[src/rtl/lpx_pkg.sv]
package lpx_pkg;

    localparam logic [1:0] MODE_NONE = 2'b00;
    localparam logic [1:0] MODE_DOZE = 2'b01;
    localparam logic [1:0] MODE_NAP  = 2'b10;
    localparam logic [1:0] MODE_SYS  = 2'b11;

    typedef enum logic [2:0] {
        S_FULL_ON    = 3'd0,
        S_NAP        = 3'd1,
        S_SYS_IDLE   = 3'd2,
        S_DLL_WAIT   = 3'd3,
        S_MEM_RESUME = 3'd4,
        S_UNITS      = 3'd5
    } lpx_state_e;

    typedef struct packed {
        lpx_state_e state;
        logic       mem_slept;
        logic       quiesce;
        logic       slp_en;
        logic       mem_en;
        logic       dll_en;
        logic       mclk_en;
        logic       sr_exit;
        logic       units_en;
        logic       core_irq;
        logic       mem_gnt;
        logic       bus_open;
        logic       dll_err;
    } lpx_regs_t;

    localparam lpx_regs_t LPX_RESET = '{
        state:     S_FULL_ON,
        mem_slept: 1'b0,
        quiesce:   1'b0,
        slp_en:    1'b0,
        mem_en:    1'b1,
        dll_en:    1'b1,
        mclk_en:   1'b1,
        sr_exit:   1'b0,
        units_en:  1'b1,
        core_irq:  1'b0,
        mem_gnt:   1'b1,
        bus_open:  1'b1,
        dll_err:   1'b0
    };

endpackage

[src/rtl/lpx_wake_detect.sv]
module lpx_wake_detect #(
    parameter int NUM_MASTERS = 3
) (
    input  logic                   clk,
    input  logic                   rst_n,
    input  logic                   arm,
    input  logic                   timer_wake,
    input  logic [NUM_MASTERS-1:0] req,
    output logic                   wake_q
);

    // prefix OR across the masters, one stage per requester
    logic [NUM_MASTERS:0] any_req;
    assign any_req[0] = 1'b0;

    for (genvar g = 0; g < NUM_MASTERS; g++) begin : g_req_or
        assign any_req[g+1] = any_req[g] | req[g];
    end

    logic wake_d;

    always_comb begin
        wake_d = arm & (timer_wake | any_req[NUM_MASTERS]);
    end

    always_ff @(posedge clk or negedge rst_n) begin
        if (!rst_n) wake_q <= 1'b0;
        else        wake_q <= wake_d;
    end

    // a registered wake only exists when the detector was armed
    p_wake_armed_r5: assert property (@(posedge clk) disable iff (!rst_n)
        wake_q |-> $past(arm));

endmodule

[src/rtl/lpx_lock_timer.sv]
module lpx_lock_timer #(
    parameter int TMO_W = 8
) (
    input  logic             clk,
    input  logic             rst_n,
    input  logic             run,
    input  logic [TMO_W-1:0] tmo,
    output logic             expired
);

    localparam logic [TMO_W-1:0] CNT_MAX = '1;

    logic [TMO_W-1:0] cnt_d, cnt_q;

    always_comb begin
        expired = run && (cnt_q >= tmo);
        if (!run)
            cnt_d = '0;
        else if (cnt_q != CNT_MAX && !expired)
            cnt_d = cnt_q + 1'b1;
        else
            cnt_d = cnt_q;
    end

    always_ff @(posedge clk or negedge rst_n) begin
        if (!rst_n) cnt_q <= '0;
        else        cnt_q <= cnt_d;
    end

    // counter freezes once expired while still running
    p_cnt_frozen_r7: assert property (@(posedge clk) disable iff (!rst_n)
        (run && expired) |=> (!run || $stable(cnt_q)));

    // a stopped timer restarts from zero
    p_cnt_clear_r7: assert property (@(posedge clk) disable iff (!rst_n)
        !run |=> (cnt_q == '0));

endmodule

[src/rtl/lpx_ready_and.sv]
module lpx_ready_and #(
    parameter int NUM_UNITS = 4
) (
    input  logic                 clk,
    input  logic                 rst_n,
    input  logic                 arm,
    input  logic [NUM_UNITS-1:0] unit_rdy,
    input  logic                 core_rdy,
    output logic                 all_rdy_q
);

    localparam int NUM_SRC = NUM_UNITS + 1;

    logic [NUM_SRC-1:0] src;
    logic [NUM_SRC:0]   chain;

    assign src     = {core_rdy, unit_rdy};
    assign chain[0] = 1'b1;

    for (genvar g = 0; g < NUM_SRC; g++) begin : g_rdy_and
        assign chain[g+1] = chain[g] & src[g];
    end

    logic all_rdy_d;

    always_comb begin
        all_rdy_d = arm & chain[NUM_SRC];
    end

    always_ff @(posedge clk or negedge rst_n) begin
        if (!rst_n) all_rdy_q <= 1'b0;
        else        all_rdy_q <= all_rdy_d;
    end

    // registered ready implies every source was high one cycle earlier
    p_and_registered_r10: assert property (@(posedge clk) disable iff (!rst_n)
        all_rdy_q |-> ($past(core_rdy) && ($past(unit_rdy) == {NUM_UNITS{1'b1}})));

endmodule

[src/rtl/lpx_exit_seq.sv]
module lpx_exit_seq
    import lpx_pkg::*;
#(
    parameter int NUM_MASTERS = 3,
    parameter int NUM_UNITS   = 4,
    parameter int TMO_W       = 8
) (
    input  logic                   clk,
    input  logic                   rst_n,
    input  logic                   enter_req,
    input  logic [1:0]             enter_mode,
    input  logic                   mem_lp_en,
    input  logic [TMO_W-1:0]       lock_tmo,
    input  logic                   core_tb_wake,
    input  logic [NUM_MASTERS-1:0] bus_req,
    input  logic                   dll_lock,
    input  logic [NUM_UNITS-1:0]   unit_rdy,
    input  logic                   core_rdy,
    input  logic                   core_irq_ack,
    output logic                   quiesce,
    output logic                   sleep_en,
    output logic                   mem_ctl_en,
    output logic                   dll_en,
    output logic                   mclk_en,
    output logic                   sr_exit,
    output logic                   units_en,
    output logic                   core_irq,
    output logic                   core_mem_gnt,
    output logic                   dll_err,
    output logic [NUM_MASTERS-1:0] bus_req_out
);

    lpx_regs_t r_d, r_q;

    logic wake_q;
    logic tmo_exp;
    logic all_rdy_q;
    logic wake_arm, lock_run, rdy_arm;

    assign wake_arm = (r_q.state == S_SYS_IDLE);
    assign lock_run = (r_q.state == S_DLL_WAIT);
    assign rdy_arm  = (r_q.state == S_UNITS);

    lpx_wake_detect #(.NUM_MASTERS(NUM_MASTERS)) i_wake (
        .clk        (clk),
        .rst_n      (rst_n),
        .arm        (wake_arm),
        .timer_wake (core_tb_wake),
        .req        (bus_req),
        .wake_q     (wake_q)
    );

    lpx_lock_timer #(.TMO_W(TMO_W)) i_lock_timer (
        .clk     (clk),
        .rst_n   (rst_n),
        .run     (lock_run),
        .tmo     (lock_tmo),
        .expired (tmo_exp)
    );

    lpx_ready_and #(.NUM_UNITS(NUM_UNITS)) i_ready (
        .clk       (clk),
        .rst_n     (rst_n),
        .arm       (rdy_arm),
        .unit_rdy  (unit_rdy),
        .core_rdy  (core_rdy),
        .all_rdy_q (all_rdy_q)
    );

    always_comb begin
        r_d         = r_q;
        r_d.sr_exit = 1'b0;

        if (r_q.core_irq && core_irq_ack)
            r_d.core_irq = 1'b0;

        unique case (r_q.state)
            S_FULL_ON: begin
                if (enter_req) begin
                    if (enter_mode == MODE_NAP) begin
                        r_d.state   = S_NAP;
                        r_d.mem_gnt = 1'b0;
                    end else if (enter_mode == MODE_SYS) begin
                        r_d.state     = S_SYS_IDLE;
                        r_d.quiesce   = 1'b1;
                        r_d.slp_en    = 1'b1;
                        r_d.bus_open  = 1'b0;
                        r_d.units_en  = 1'b0;
                        r_d.mem_gnt   = 1'b0;
                        r_d.mem_slept = mem_lp_en;
                        if (mem_lp_en) begin
                            r_d.mem_en  = 1'b0;
                            r_d.dll_en  = 1'b0;
                            r_d.mclk_en = 1'b0;
                        end
                    end
                end
            end

            S_NAP: begin
                if (core_rdy) begin
                    r_d.state   = S_FULL_ON;
                    r_d.mem_gnt = 1'b1;
                end
            end

            S_SYS_IDLE: begin
                if (wake_q) begin
                    if (r_q.mem_slept) begin
                        r_d.state  = S_DLL_WAIT;
                        r_d.mem_en = 1'b1;
                        r_d.dll_en = 1'b1;
                    end else begin
                        r_d.state    = S_UNITS;
                        r_d.units_en = 1'b1;
                        r_d.core_irq = 1'b1;
                    end
                end
            end

            S_DLL_WAIT: begin
                if (dll_lock || tmo_exp) begin
                    r_d.state   = S_MEM_RESUME;
                    r_d.mclk_en = 1'b1;
                    r_d.sr_exit = 1'b1;
                    if (!dll_lock)
                        r_d.dll_err = 1'b1;
                end
            end

            S_MEM_RESUME: begin
                r_d.state    = S_UNITS;
                r_d.units_en = 1'b1;
                r_d.core_irq = 1'b1;
            end

            S_UNITS: begin
                if (all_rdy_q) begin
                    r_d.state     = S_FULL_ON;
                    r_d.quiesce   = 1'b0;
                    r_d.slp_en    = 1'b0;
                    r_d.bus_open  = 1'b1;
                    r_d.mem_gnt   = 1'b1;
                    r_d.mem_slept = 1'b0;
                end
            end

            default: r_d = LPX_RESET;
        endcase
    end

    always_ff @(posedge clk or negedge rst_n) begin
        if (!rst_n) r_q <= LPX_RESET;
        else        r_q <= r_d;
    end

    assign quiesce      = r_q.quiesce;
    assign sleep_en     = r_q.slp_en;
    assign mem_ctl_en   = r_q.mem_en;
    assign dll_en       = r_q.dll_en;
    assign mclk_en      = r_q.mclk_en;
    assign sr_exit      = r_q.sr_exit;
    assign units_en     = r_q.units_en;
    assign core_irq     = r_q.core_irq;
    assign core_mem_gnt = r_q.mem_gnt;
    assign dll_err      = r_q.dll_err;
    assign bus_req_out  = bus_req & {NUM_MASTERS{r_q.bus_open}};

    // no request reaches the arbiter while quiesced
    p_quiet_blocks_r11: assert property (@(posedge clk) disable iff (!rst_n)
        quiesce |-> (bus_req_out == '0));

    // memory clocks stay off while the DLL wait is unresolved
    p_clk_after_lock_r6: assert property (@(posedge clk) disable iff (!rst_n)
        (lock_run && !dll_lock && !tmo_exp) |=> !mclk_en);

    // self-refresh exit is a single-cycle pulse
    p_sr_pulse_r6: assert property (@(posedge clk) disable iff (!rst_n)
        sr_exit |=> !sr_exit);

    // units come up only after memory clocks when memory was slept
    p_mem_first_r6: assert property (@(posedge clk) disable iff (!rst_n)
        ($rose(units_en) && r_q.mem_slept) |-> mclk_en);

    // quiesce and sleep-enable fall together, after the ready AND
    p_exit_together_r10: assert property (@(posedge clk) disable iff (!rst_n)
        $fell(quiesce) |-> ($fell(sleep_en) && $past(all_rdy_q)));

    // wake interrupt held until acknowledged
    p_irq_hold_r9: assert property (@(posedge clk) disable iff (!rst_n)
        (core_irq && !core_irq_ack) |=> core_irq);

    // lock-timeout flag is sticky
    p_err_sticky_r7: assert property (@(posedge clk) disable iff (!rst_n)
        dll_err |=> dll_err);

endmodule

[config.mk]
export PLATFORM = sky130hd
export DESIGN_NAME = lpx_exit_seq
export DESIGN_NICKNAME = d
export VERILOG_FILES = /design/src/rtl/lpx_pkg.sv /design/src/rtl/lpx_wake_detect.sv /design/src/rtl/lpx_lock_timer.sv /design/src/rtl/lpx_ready_and.sv /design/src/rtl/lpx_exit_seq.sv
export SDC_FILE = /design/constraint.sdc
export NUM_CORES = 1
export LEC_CHECK = 0
export BUFFER_PORTS_ARGS = -buffer_cell sky130_fd_sc_hd__buf_2
export CORE_AREA = 2 2 64 66
export DETAILED_ROUTE_END_ITERATION = 16
export DIE_AREA = 0 0 66 68
export SLEW_MARGIN = 25
export SYNTH_ARGS = -nofsm -noshare
export SYNTH_HDL_FRONTEND = slang
export SYNTH_SLANG_ARGS = --single-unit
[constraint.sdc]
create_clock -name clk -period 2.7 [get_ports clk]
set_clock_uncertainty 0.05 [all_clocks]
set_input_delay 0.135 -clock clk [delete_from_list [all_inputs] [get_ports clk]]
set_output_delay 0.135 -clock clk [all_outputs]
set_load 0.1 [all_outputs]
==> impl_metrics.env, run 1 <==
export IMPL_cts_buffers=3
export IMPL_async_flop_share_pct=100
export IMPL_worstMarginPinSlew_ns=0.827
export IMPL_routed_wl_um=3370
export IMPL_required_ns=2.84
export IMPL_syn_avg_cell_area_um2=8.72
export IMPL_rsz0062_at_grt="false"
export IMPL_h_tree_depth=1
export IMPL_synth_area_leaders="dfrtp_1 (30%), dfstp_2 (8.9%), ha_1 (7.6%), a21oi_1 (7.4%), o21ai_0 (4.1%)"
export IMPL_start_kind="register"
export IMPL_fill_cells=406
export IMPL_clockBufferDepth=2
export IMPL_maxSlewHeadroom_pct=44.5
export IMPL_row_count=23
export IMPL_hpwl_um=2570
export IMPL_postRouteAntennaNets=0
export IMPL_die_width_um=66
export IMPL_max_clock_freq_mhz=436
export IMPL_synth_seq_cells=23
export IMPL_yosysSeqAreaShare_pct=39.2
export IMPL_yosysUniqueCellTypes=42
export IMPL_synth_ff_type="dfrtp_1"
export IMPL_status="completed"
export IMPL_io_pins=38
export IMPL_maxCapViolCount=0
export IMPL_drc=0
export IMPL_finalSetupViolCount=0
export IMPL_drt_iter0_drc=88
export IMPL_syn_area_um2=1480
export IMPL_cts_resized=0
export IMPL_synth_nets=204
export IMPL_grt_pass1_vias=1266
export IMPL_layout_cells_non_filler=253
export IMPL_crit_type="reg2reg"
export IMPL_ir_worst_vdd_mv=0.537
export IMPL_final_hold_viol_count=0
export IMPL_antenna_found_initial=0
export IMPL_yosys_area_top_type_share_pct=30.4
export IMPL_first_pass_iters=4
export IMPL_yosysWarningCount=0
export IMPL_insertion_delay_ns=0.26
export IMPL_die_area_um2=4490
export IMPL_finalSetupTns_ns=0
export IMPL_period_needed_ns=2.29
export IMPL_hp_class="in2reg"
export IMPL_cellPowerDensity_nw_per_um2=905
export IMPL_vias=1357
export IMPL_period_share_pct=85.0
export IMPL_num_antenna_cells=0
export IMPL_cts_tree="yes"
export IMPL_synth_edf_count=0
export IMPL_core_area_um2=3860
export IMPL_grt_usage_pct=16.5
export IMPL_die_h_um=68
export IMPL_drive_gt1_share_pct=23.6
export IMPL_cts_reportedPaths_clkPinSlew_ns=0.08
export IMPL_report_final_slew_viol_count=0
export IMPL_grt_pass1_wl_um=5780
export IMPL_grt_max_degree=24
export IMPL_io_buffers=37
export IMPL_gp_congestion=0.855
export IMPL_synth_cells=170
export IMPL_wl_per_cell_um=13.3
export IMPL_arrival_ns=2.43
export IMPL_end_kind="register"
export IMPL_placedCellCount=248
export IMPL_path_max_fanout=15
export IMPL_overflow=0
export IMPL_leakage_nw=0.822
export IMPL_nets=238
export IMPL_vias_per_cell=5.36
export IMPL_start_util_pct=38.4
export IMPL_p_total_mw=1.58
export IMPL_cts_root_buf="clkbuf_8"
export IMPL_yosysTopAreaCell="dfrtp_1"
export IMPL_clkSinkCount=23
export IMPL_syn_to_final_growth_pct=17.6
==> Yosys cell counts, types with 2 or more instances <==
cell type  count
and2_1         4
a21o_1         2
dfrtp_1       18
nand3_1        4
dfstp_2        5
nand2_1       12
and4_1         2
a22o_1         2
inv_1         12
ha_1           9
and3_1         2
nand2b_1       3
nor2b_1        4
or3_1          5
nand4_1        4
nor3_1         2
o31ai_1        3
a21oi_1       22
buf_4          2
nor2_1        12
o21ai_0       12
a31oi_1        3
clkbuf_1       5
o21a_1         3
==> per-layer routing <==
layer / share of wire, % / track usage [%] / up-vias
li1: - / - / 688
met1: 48 / 22.6 / 627
met2: 46 / 27.4 / 40
met3: 6.3 / 3.29 / 2
met4: 0.33 / 3.32 / 0
met5: 0 / 0 / -
==> worst max-delay path, cell delays in order, from the launching register on <==
cell       delay [ns]
dfrtp_1          0.38
inv_1            0.07
ha_1             0.27
nand2b_4         0.15
a2111oi_4        0.38
o31ai_2          0.23
or4_1            0.54
a21oi_1          0.15
==> cell usage in the layout, fill, tap and decap left out, types with 2 or more instances in the layout <==
master    count
clkbuf_8      3
ha_1          9
nand2_1      12
a21o_1        2
a22o_1        2
dfstp_2       5
or3_1         5
o21ai_0      12
nor3_1        2
nor2_1       12
inv_1        12
buf_2        37
and3_1        2
dfrtp_1      18
nand4_1       4
nor2b_1       4
o31ai_1       3
and4_1        2
nand2b_1      3
and2_1        4
nand3_1       4
a21oi_1      22
a31oi_1       3
o21a_1        3
==> path summary, 6_finish.rpt <==
| check | startpoint | to | slack [ns] | cells after the start |
|---|---|---|---|---|
| setup / recovery | i_lock_timer.cnt_q[0]$_DFFE_PN0P_ | i_lock_timer.cnt_q[4]$_DFFE_PN0P_ | 0.41 | 7 |
| hold / removal | unit_rdy[3] | i_ready.all_rdy_q$_DFF_PN0_ | 0.11 | 2 |
| setup reg to reg | i_lock_timer.cnt_q[0]$_DFFE_PN0P_ | i_lock_timer.cnt_q[4]$_DFFE_PN0P_ | 0.41 | 7 |
| hold reg to reg | core_mem_gnt$_DFFE_PN1P_ | core_mem_gnt$_DFFE_PN1P_ | 0.47 | 2 |
| max in group asynchronous | rst_n | core_mem_gnt$_DFFE_PN1P_ | 1.91 | 2 |
| min in group asynchronous | rst_n | i_ready.all_rdy_q$_DFF_PN0_ | 0.32 | 2 |
==> power by group <==
part	switching [mW]	internal, mW
clock network	0.101	0.105
logic	0.604	0.200
registers	0.127	0.439
total	0.833	0.744
==> per-stage QoR <==
stage	util, %	hold slack [ns]	area [um^2]	worst slack [ns]
4_1_cts	45.2	0.106	1740	0.405
5_1_grt	45.2	0.110	1740	0.216
2_1_floorplan	-	-0.211	1480	0.660
6_report	45.2	0.108	1740	0.405
3_3_place_gp	43.8	0.0972	1690	0.481
3_5_place_dp	43.8	0.0936	1690	0.419
==> timing repair <==
| action | in CTS | in global routing |
|---|---|---|
| hold buffers | 1 | 0 |
| endpoints found under the setup margin | 0 | 0 |
| buffers inserted | 0 | 0 |
| endpoints found under the hold margin | 18 | 0 |
==> logic make-up (layout without fill, tap and decap cells) <==
logic type / Yosys count / count (layout) / synth area share [%]
compound gates: 58 / 58 / 25.6
fa+ha+maj: 9 / 9 / 7.60
buf+inv: 21 / 54 / 5.91
flops: 23 / 23 / 39.2
simple gates: 59 / 59 / 21.7
==> sequential cells by signal (all words and copies together) (netlist names) <==
| signal | flops |
|---|---|
| core_irq | 1 |
| core_mem_gnt | 1 |
| dll_err | 1 |
| i_lock_timer.cnt_q | 8 |
| i_ready.all_rdy_q | 1 |
| i_wake.wake_q | 1 |
| mclk_en | 1 |
| mem_ctl_en | 1 |
| r_q | 5 |
| sleep_en | 1 |
| sr_exit | 1 |
| units_en | 1 |
==> layout make-up <==
| class | count | area (um^2) | share of cell area [%] |
|---|---|---|---|
| multi-input combinational | 126 | 813 | 46.7 |
| inverter | 12 | 45.0 | 2.58 |
| timing repair buffer | 38 | 195 | 11.2 |
| sequential | 23 | 582 | 33.4 |
| tap | 50 | 62.6 | 3.59 |
| clock buffer | 4 | 45.0 | 2.58 |
Note: power is estimated with default switching activity, not from simulation.
==> inputs of run 2 (changes only) <==
==> constraint.sdc (replaced) <==
create_clock -name clk -period 2.1 [get_ports clk]
set_clock_uncertainty 0.05 [all_clocks]
set_input_delay 0.105 -clock clk [delete_from_list [all_inputs] [get_ports clk]]
set_output_delay 0.105 -clock clk [all_outputs]
set_load 0.1 [all_outputs]
==> impl_metrics.env, run 2 (synthesis gave the netlist of run 1 again) <==
export IMPL_required_ns=2.24
export IMPL_rr_startpoint="i_lock_timer.cnt_q[0]$_DFFE_PN0P_"
export IMPL_grt_pass1_wl_um=5940
export IMPL_cts_reportedPaths_clkPinSlew_ns=0.09
export IMPL_p_int_mw=0.993
export IMPL_final_common_cell="buf_2"
export IMPL_hp_class="in2reg"
export IMPL_seq_area_um2=582
export IMPL_vias_per_cell=5.34
export IMPL_grt_max_degree=24
export IMPL_leakage_nw=0.875
export IMPL_io_pins=38
export IMPL_fin_util_pct=48.1
export IMPL_p_sw_mw=1.11
export IMPL_drc=0
export IMPL_ir_worst_vdd_mv=0.707
export IMPL_maxCapViolCount=0
export IMPL_report_final_slew_viol_count=0
export IMPL_reg_top3="i_lock_timer.cnt_q (8), r_q (5)"
export IMPL_most_common_layout_cells="buf_2 (37), a21oi_1 (19), dfrtp_1 (18), nand2_1 (12), nor2_1 (12)"
export IMPL_clkPwrFrac_pct=13.5
export IMPL_insertion_delay_ns=0.26
export IMPL_period_needed_ns=2.08
export IMPL_holdPathStages=2
export IMPL_syn_to_final_growth_pct=25.0
export IMPL_wl_met3_um=152
export IMPL_cellPowerDensity_nw_per_um2=1130
export IMPL_arrival_ns=2.22
export IMPL_drt_met1_wl_um=1650
export IMPL_hpwl_um=2730
export IMPL_die_width_um=66
export IMPL_vias=1399
export IMPL_max_clock_freq_mhz=482
export IMPL_critical_path_max_stage_delay_ns=0.40
export IMPL_io_buffers=37
export IMPL_end_kind="register"
export IMPL_pwr_share_comb_pct=54.1
export IMPL_overflow=0
export IMPL_grt_usage_pct=16.9
export IMPL_path_max_fanout=7
export IMPL_path_cells="inv_2 > ha_4 > nand2b_4 > a2111oi_4 > o31ai_2 > buf_4 > or3_4 > a21oi_2"
export IMPL_row_count=23
export IMPL_cts_root_buf="clkbuf_8"
export IMPL_rr_endpoint="i_lock_timer.cnt_q[3]$_DFFE_PN0P_"
export IMPL_worstRegToRegCells=8
export IMPL_postRouteAntennaNets=0
export IMPL_largest_reg_flops=8
export IMPL_start_util_pct=38.4
export IMPL_r2r_slack_ns=0.02
export IMPL_rsz0062_at_grt="true"
export IMPL_status="completed"
export IMPL_holdPathEnd="i_ready.all_rdy_q$_DFF_PN0_"
export IMPL_finalSetupTns_ns=0
export IMPL_antenna_found_initial=0
export IMPL_drt_iter0_drc=76
export IMPL_crit_path_top_delay_cell="dfrtp_1"
export IMPL_crit_type="reg2reg"
export IMPL_min_delay_start="unit_rdy[3]"
export IMPL_routed_wl_um=3640
export IMPL_cts_buffers=3
export IMPL_multi_input_area_um2=855
export IMPL_start_kind="register"
export IMPL_clkSinkCount=23
export IMPL_die_area_um2=4490
export IMPL_num_antenna_cells=0
export IMPL_finalSetupViolCount=0
export IMPL_fill_cells=374
export IMPL_gp_congestion=0.858
export IMPL_highest_layer="met4"
export IMPL_nets=247
export IMPL_regMostFlops="i_lock_timer.cnt_q"
export IMPL_p_sw_share_pct=52.7
export IMPL_clockBufferDepth=2
export IMPL_wl_per_cell_um=13.9
export IMPL_h_tree_depth=1
export IMPL_power_frac_seq_pct=32.4
export IMPL_grt_pass1_vias=1327
export IMPL_cts_tree="yes"
export IMPL_drive_gt1_share_pct=31.6
export IMPL_period_share_pct=98.8
export IMPL_wl_met2_um=1810
export IMPL_die_h_um=68
export IMPL_path_buf_inv=2
export IMPL_final_hold_viol_count=0
export IMPL_first_pass_iters=4
export IMPL_maxSlewHeadroom_pct=65.2
export IMPL_path_delay_family="compound AO/OA/AOI/OAI gates"
export IMPL_core_area_um2=3860
export IMPL_worstMarginPinSlew_ns=0.521
-- run 2: per-stage QoR --
| step | area, um^2 | setup slack (ns) | total power [mW] | instances | hold WS (ns) |
|---|---|---|---|---|---|
| 3_3_place_gp | 1740 | 0.0569 | 1.79 | 255 | 0.0693 |
| 5_1_grt | 1850 | -0.0504 | 2.22 | 262 | 0.0793 |
| 3_5_place_dp | 1740 | -0.0272 | 1.81 | 255 | 0.0734 |
| 4_1_cts | 1800 | 0.00798 | 2.09 | 260 | 0.0738 |
| 2_1_floorplan | 1480 | 0.0604 | 1.61 | 170 | -0.241 |
| 6_report | 1850 | 0.0243 | 2.10 | 262 | 0.0741 |
-- run 2: worst max path at each step --
stage / cells after the start / from / endpoint
5_1_grt: 8 / i_lock_timer.cnt_q[0]$_DFFE_PN0P_ / i_lock_timer.cnt_q[3]$_DFFE_PN0P_
3_3_place_gp: 7 / i_lock_timer.cnt_q[0]$_DFFE_PN0P_ / i_lock_timer.cnt_q[4]$_DFFE_PN0P_
4_1_cts: 8 / i_lock_timer.cnt_q[0]$_DFFE_PN0P_ / i_lock_timer.cnt_q[3]$_DFFE_PN0P_
2_1_floorplan: 7 / i_lock_timer.cnt_q[0]$_DFFE_PN0P_ / i_lock_timer.cnt_q[4]$_DFFE_PN0P_
6_report: 8 / i_lock_timer.cnt_q[0]$_DFFE_PN0P_ / i_lock_timer.cnt_q[3]$_DFFE_PN0P_
3_5_place_dp: 8 / i_lock_timer.cnt_q[0]$_DFFE_PN0P_ / i_lock_timer.cnt_q[3]$_DFFE_PN0P_
-- run 2: area by class of cell --
| cell class | instances | share of cell area [%] |
|---|---|---|
| clock buffer | 3 | 2.23 |
| clock inverter | 1 | 0.270 |
| inverter | 12 | 2.43 |
| multi-input combinational | 126 | 46.1 |
| sequential | 23 | 31.4 |
| tap | 50 | 3.38 |
| timing repair buffer | 47 | 14.2 |
-- run 2: worst reg2reg max path: cells and delay by family (launching register included) --
family,cells,cell delay [ns]
and+or+nand+nor,2,0.47
AOI/OAI and AO/OA,3,0.63
DFF,1,0.40
adders and majority gates,1,0.19
buffers and inverters,2,0.25
-- run 2: what timing repair did --
action,4_1_cts,5_1_grt
buffers inserted,0,2
hold buffers,1,0
gates resized for setup,0,11
hold endpoints to repair,18,0
pin swaps,1,12
setup endpoints to repair,5,7
-- run 2: layer usage --
metal	vias to the layer above	global-route usage (%)
li1	709	-
met2	36	29.2
met5	-	0
met1	652	22.9
met4	0	4.34
met3	2	1.81
-- run 2: power groups by stage --
stage | logic, mW | clock network, mW | registers, mW
6_report | 1.14 | 0.283 | 0.681
2_1_floorplan | 0.610 | 0 | 0.999
5_1_grt | 1.22 | 0.306 | 0.702
4_1_cts | 1.12 | 0.288 | 0.678
3_5_place_dp | 1.12 | 0 | 0.687
3_3_place_gp | 1.11 | 0 | 0.683
==> inputs of run 3 (changes only) <==
--- a/config.mk
+++ b/config.mk
@@ -5,10 +5,11 @@
 export SDC_FILE = /design/constraint.sdc
 export NUM_CORES = 1
 export LEC_CHECK = 0
+export ABC_AREA = 1
 export BUFFER_PORTS_ARGS = -buffer_cell sky130_fd_sc_hd__buf_2
-export CORE_AREA = 2 2 64 66
+export CORE_AREA = 2 2 69 71
 export DETAILED_ROUTE_END_ITERATION = 16
-export DIE_AREA = 0 0 66 68
+export DIE_AREA = 0 0 71 73
 export SLEW_MARGIN = 25
 export SYNTH_ARGS = -nofsm -noshare
 export SYNTH_HDL_FRONTEND = slang
==> constraint.sdc (replaced) <==
create_clock -name clk -period 2 [get_ports clk]
set_clock_uncertainty 0.05 [all_clocks]
set_input_delay 0.1 -clock clk [delete_from_list [all_inputs] [get_ports clk]]
set_output_delay 0.1 -clock clk [all_outputs]
set_load 0.1 [all_outputs]
==> impl_metrics.env, run 3 <==
export IMPL_synth_seq_cells=23
export IMPL_row_count=25
export IMPL_clockBufferDepth=2
export IMPL_leakage_nw=1.20
export IMPL_hp_class="in2reg"
export IMPL_synth_common_cells="nand2_1 (72), inv_1 (37), dfrtp_1 (18), nand4_1 (12), nor2_1 (12)"
export IMPL_crit_type="reg2reg"
export IMPL_insertion_delay_ns=0.27
export IMPL_period_needed_ns=1.73
export IMPL_worstRegToRegCells=7
export IMPL_start_util_pct=37.6
export IMPL_multi_input_area_um2=931
export IMPL_clkSinkCount=23
export IMPL_critical_path_max_stage_delay_ns=0.41
export IMPL_start_kind="register"
export IMPL_maxSlewHeadroom_pct=64.1
export IMPL_syn_avg_cell_area_um2=7.31
export IMPL_h_tree_depth=1
export IMPL_synth_cells=233
export IMPL_core_area_um2=4540
export IMPL_end_kind="register"
export IMPL_layout_cells_non_filler=330
export IMPL_seq_area_um2=582
export IMPL_most_common_layout_cells="nand2_1 (72), inv_1 (37), buf_2 (37), dfrtp_1 (18)"
export IMPL_syn_to_final_growth_pct=19.0
export IMPL_first_pass_iters=4
export IMPL_yosysUniqueCellTypes=33
export IMPL_finalSetupViolCount=0
export IMPL_grt_pass1_vias=1433
export IMPL_vias=1524
export IMPL_cts_tree="yes"
export IMPL_routed_wl_um=3600
export IMPL_drive_gt1_share_pct=27.9
export IMPL_die_h_um=73
export IMPL_io_pins=38
export IMPL_rr_startpoint="i_lock_timer.cnt_q[1]$_DFFE_PN0P_"
export IMPL_antenna_found_initial=0
export IMPL_holdPathEnd="i_ready.all_rdy_q$_DFF_PN0_"
export IMPL_grt_pass1_wl_um=6220
export IMPL_nets=311
export IMPL_syn_area_um2=1700
export IMPL_worstMarginPinSlew_ns=0.539
export IMPL_path_max_fanout=9
export IMPL_min_delay_start="unit_rdy[1]"
export IMPL_drc=0
export IMPL_yosysSeqAreaShare_pct=34.1
export IMPL_grt_usage_pct=15.0
export IMPL_grt_max_degree=24
export IMPL_arrival_ns=1.89
export IMPL_yosysWarningCount=0
export IMPL_cts_buffers=3
export IMPL_required_ns=2.16
export IMPL_status="completed"
export IMPL_rsz0062_at_grt="false"
export IMPL_die_area_um2=5180
export IMPL_vias_per_cell=4.62
export IMPL_largest_reg_flops=8
export IMPL_r2r_slack_ns=0.27
export IMPL_fill_cells=448
export IMPL_overflow=0
export IMPL_postRouteAntennaNets=0
export IMPL_gp_congestion=0.883
export IMPL_crit_top_cell="nand2_1"
export IMPL_maxCapViolCount=0
export IMPL_reg_top3="i_lock_timer.cnt_q (8), r_q (5)"
export IMPL_synth_area_leaders="dfrtp_1 (26%), nand2_1 (16%), inv_1 (8.1%), dfstp_2 (7.7%), ha_1 (6.6%)"
export IMPL_yosysTopAreaCell="dfrtp_1"
export IMPL_period_share_pct=86.4
export IMPL_async_flop_share_pct=100
export IMPL_yosys_cell_count_top_type="nand2_1"
export IMPL_final_common_cell="nand2_1"
export IMPL_synth_edf_count=0
export IMPL_io_buffers=37
export IMPL_cts_root_buf="clkbuf_8"
export IMPL_finalSetupTns_ns=0
export IMPL_cts_reportedPaths_clkPinSlew_ns=0.08
export IMPL_die_width_um=71
export IMPL_max_clock_freq_mhz=578
export IMPL_holdPathStages=3
export IMPL_placedCellCount=323
export IMPL_crit_path_top_delay_cell="dfrtp_1"
export IMPL_regMostFlops="i_lock_timer.cnt_q"
export IMPL_yosys_area_top_type_share_pct=26.4
export IMPL_num_antenna_cells=0
export IMPL_final_hold_viol_count=0
export IMPL_wl_per_cell_um=10.9
export IMPL_cellPowerDensity_nw_per_um2=1400
export IMPL_drt_iter0_drc=87
export IMPL_synth_nets=267
export IMPL_fin_hold_ws_ns=0.00380
export IMPL_hpwl_um=2830
export IMPL_synth_ff_type="dfrtp_1"
export IMPL_ir_worst_vdd_mv=0.636
export IMPL_rr_endpoint="i_lock_timer.cnt_q[3]$_DFFE_PN0P_"
export IMPL_path_cells="ha_1 > nand2_1 > nor2_4 > nand4_4 > a31oi_4 > nand2_1 > nand2_1"
export IMPL_report_final_slew_viol_count=0
-- run 3: cell type report --
class,count,area share [%]
clock buffer,4,2.22
sequential,23,28.7
timing repair buffer,44,12.0
inverter,42,7.90
multi-input combinational,163,45.9
tap,54,3.33
-- run 3: logic make-up after synthesis --
| logic type | after synthesis | share of synthesized area (%) |
|---|---|---|
| buffers and inverters | 47 | 11.3 |
| AND/OR/NAND/NOR | 126 | 36.8 |
| AO/OA/AOI/OAI | 23 | 8.59 |
| flip-flops | 23 | 34.1 |
| adder cells (fa/ha/maj) | 9 | 6.61 |
| XOR/XNOR | 5 | 2.57 |
-- run 3: worst max-delay path by stage --
| stage | startpoint | end | cells past startpoint |
|---|---|---|---|
| floorplan | i_lock_timer.cnt_q[7]$_DFFE_PN0P_ | dll_err$_DFFE_PN0P_ | 7 |
| global placement | i_lock_timer.cnt_q[7]$_DFFE_PN0P_ | i_lock_timer.cnt_q[4]$_DFFE_PN0P_ | 6 |
| detailed placement | i_lock_timer.cnt_q[3]$_DFFE_PN0P_ | r_q[12]$_DFFE_PN0P_ | 9 |
| CTS | i_lock_timer.cnt_q[3]$_DFFE_PN0P_ | r_q[13]$_DFFE_PN0P_ | 9 |
| global route | i_lock_timer.cnt_q[0]$_DFFE_PN0P_ | r_q[12]$_DFFE_PN0P_ | 12 |
| finish | i_lock_timer.cnt_q[1]$_DFFE_PN0P_ | i_lock_timer.cnt_q[3]$_DFFE_PN0P_ | 7 |
-- run 3: where the power goes --
group	leakage [nW]	total, mW	switching, mW	internal, mW
Combinational	0.880	1.81	1.40	0.414
Sequential	0.297	0.739	0.109	0.629
Clock	0.0228	0.297	0.154	0.143
Total	1.20	2.85	1.66	1.19
-- run 3: layer usage --
layer / GRT usage (%) / share of wire (%) / vias up / routed length (um)
li1: - / - / 818 / -
met1: 21.3 / 49 / 668 / 1780
met2: 22.4 / 45 / 34 / 1620
met3: 2.35 / 4.2 / 4 / 151
met4: 6.92 / 1.6 / 0 / 56
met5: 0 / 0 / - / 0
-- run 3: stage by stage --
step	setup slack, ns	cell area (um^2)	utilization [%]	power [mW]
2_1_floorplan	0.322	1700	-	2.30
3_3_place_gp	0.181	1950	43.1	2.55
3_5_place_dp	0.169	1950	43.1	2.56
4_1_cts	0.149	2020	44.5	2.86
5_1_grt	0.111	2030	44.7	3.05
6_report	0.271	2030	44.7	2.85
-- run 3: critical path, delay by kind of cell, from the launching register on --
kind / cells / cell delay (ns)
simple gates: 5 / 0.60
flops: 1 / 0.41
compound gates: 1 / 0.37
fa+ha+maj: 1 / 0.24
-- run 3: what timing repair did --
| action | in CTS | in global routing |
|---|---|---|
| gates resized for setup | 0 | 1 |
| setup buffers | 0 | 1 |
| setup endpoints to repair | 0 | 9 |
| endpoints found under the hold margin | 19 | 0 |
| hold buffers | 2 | 0 |
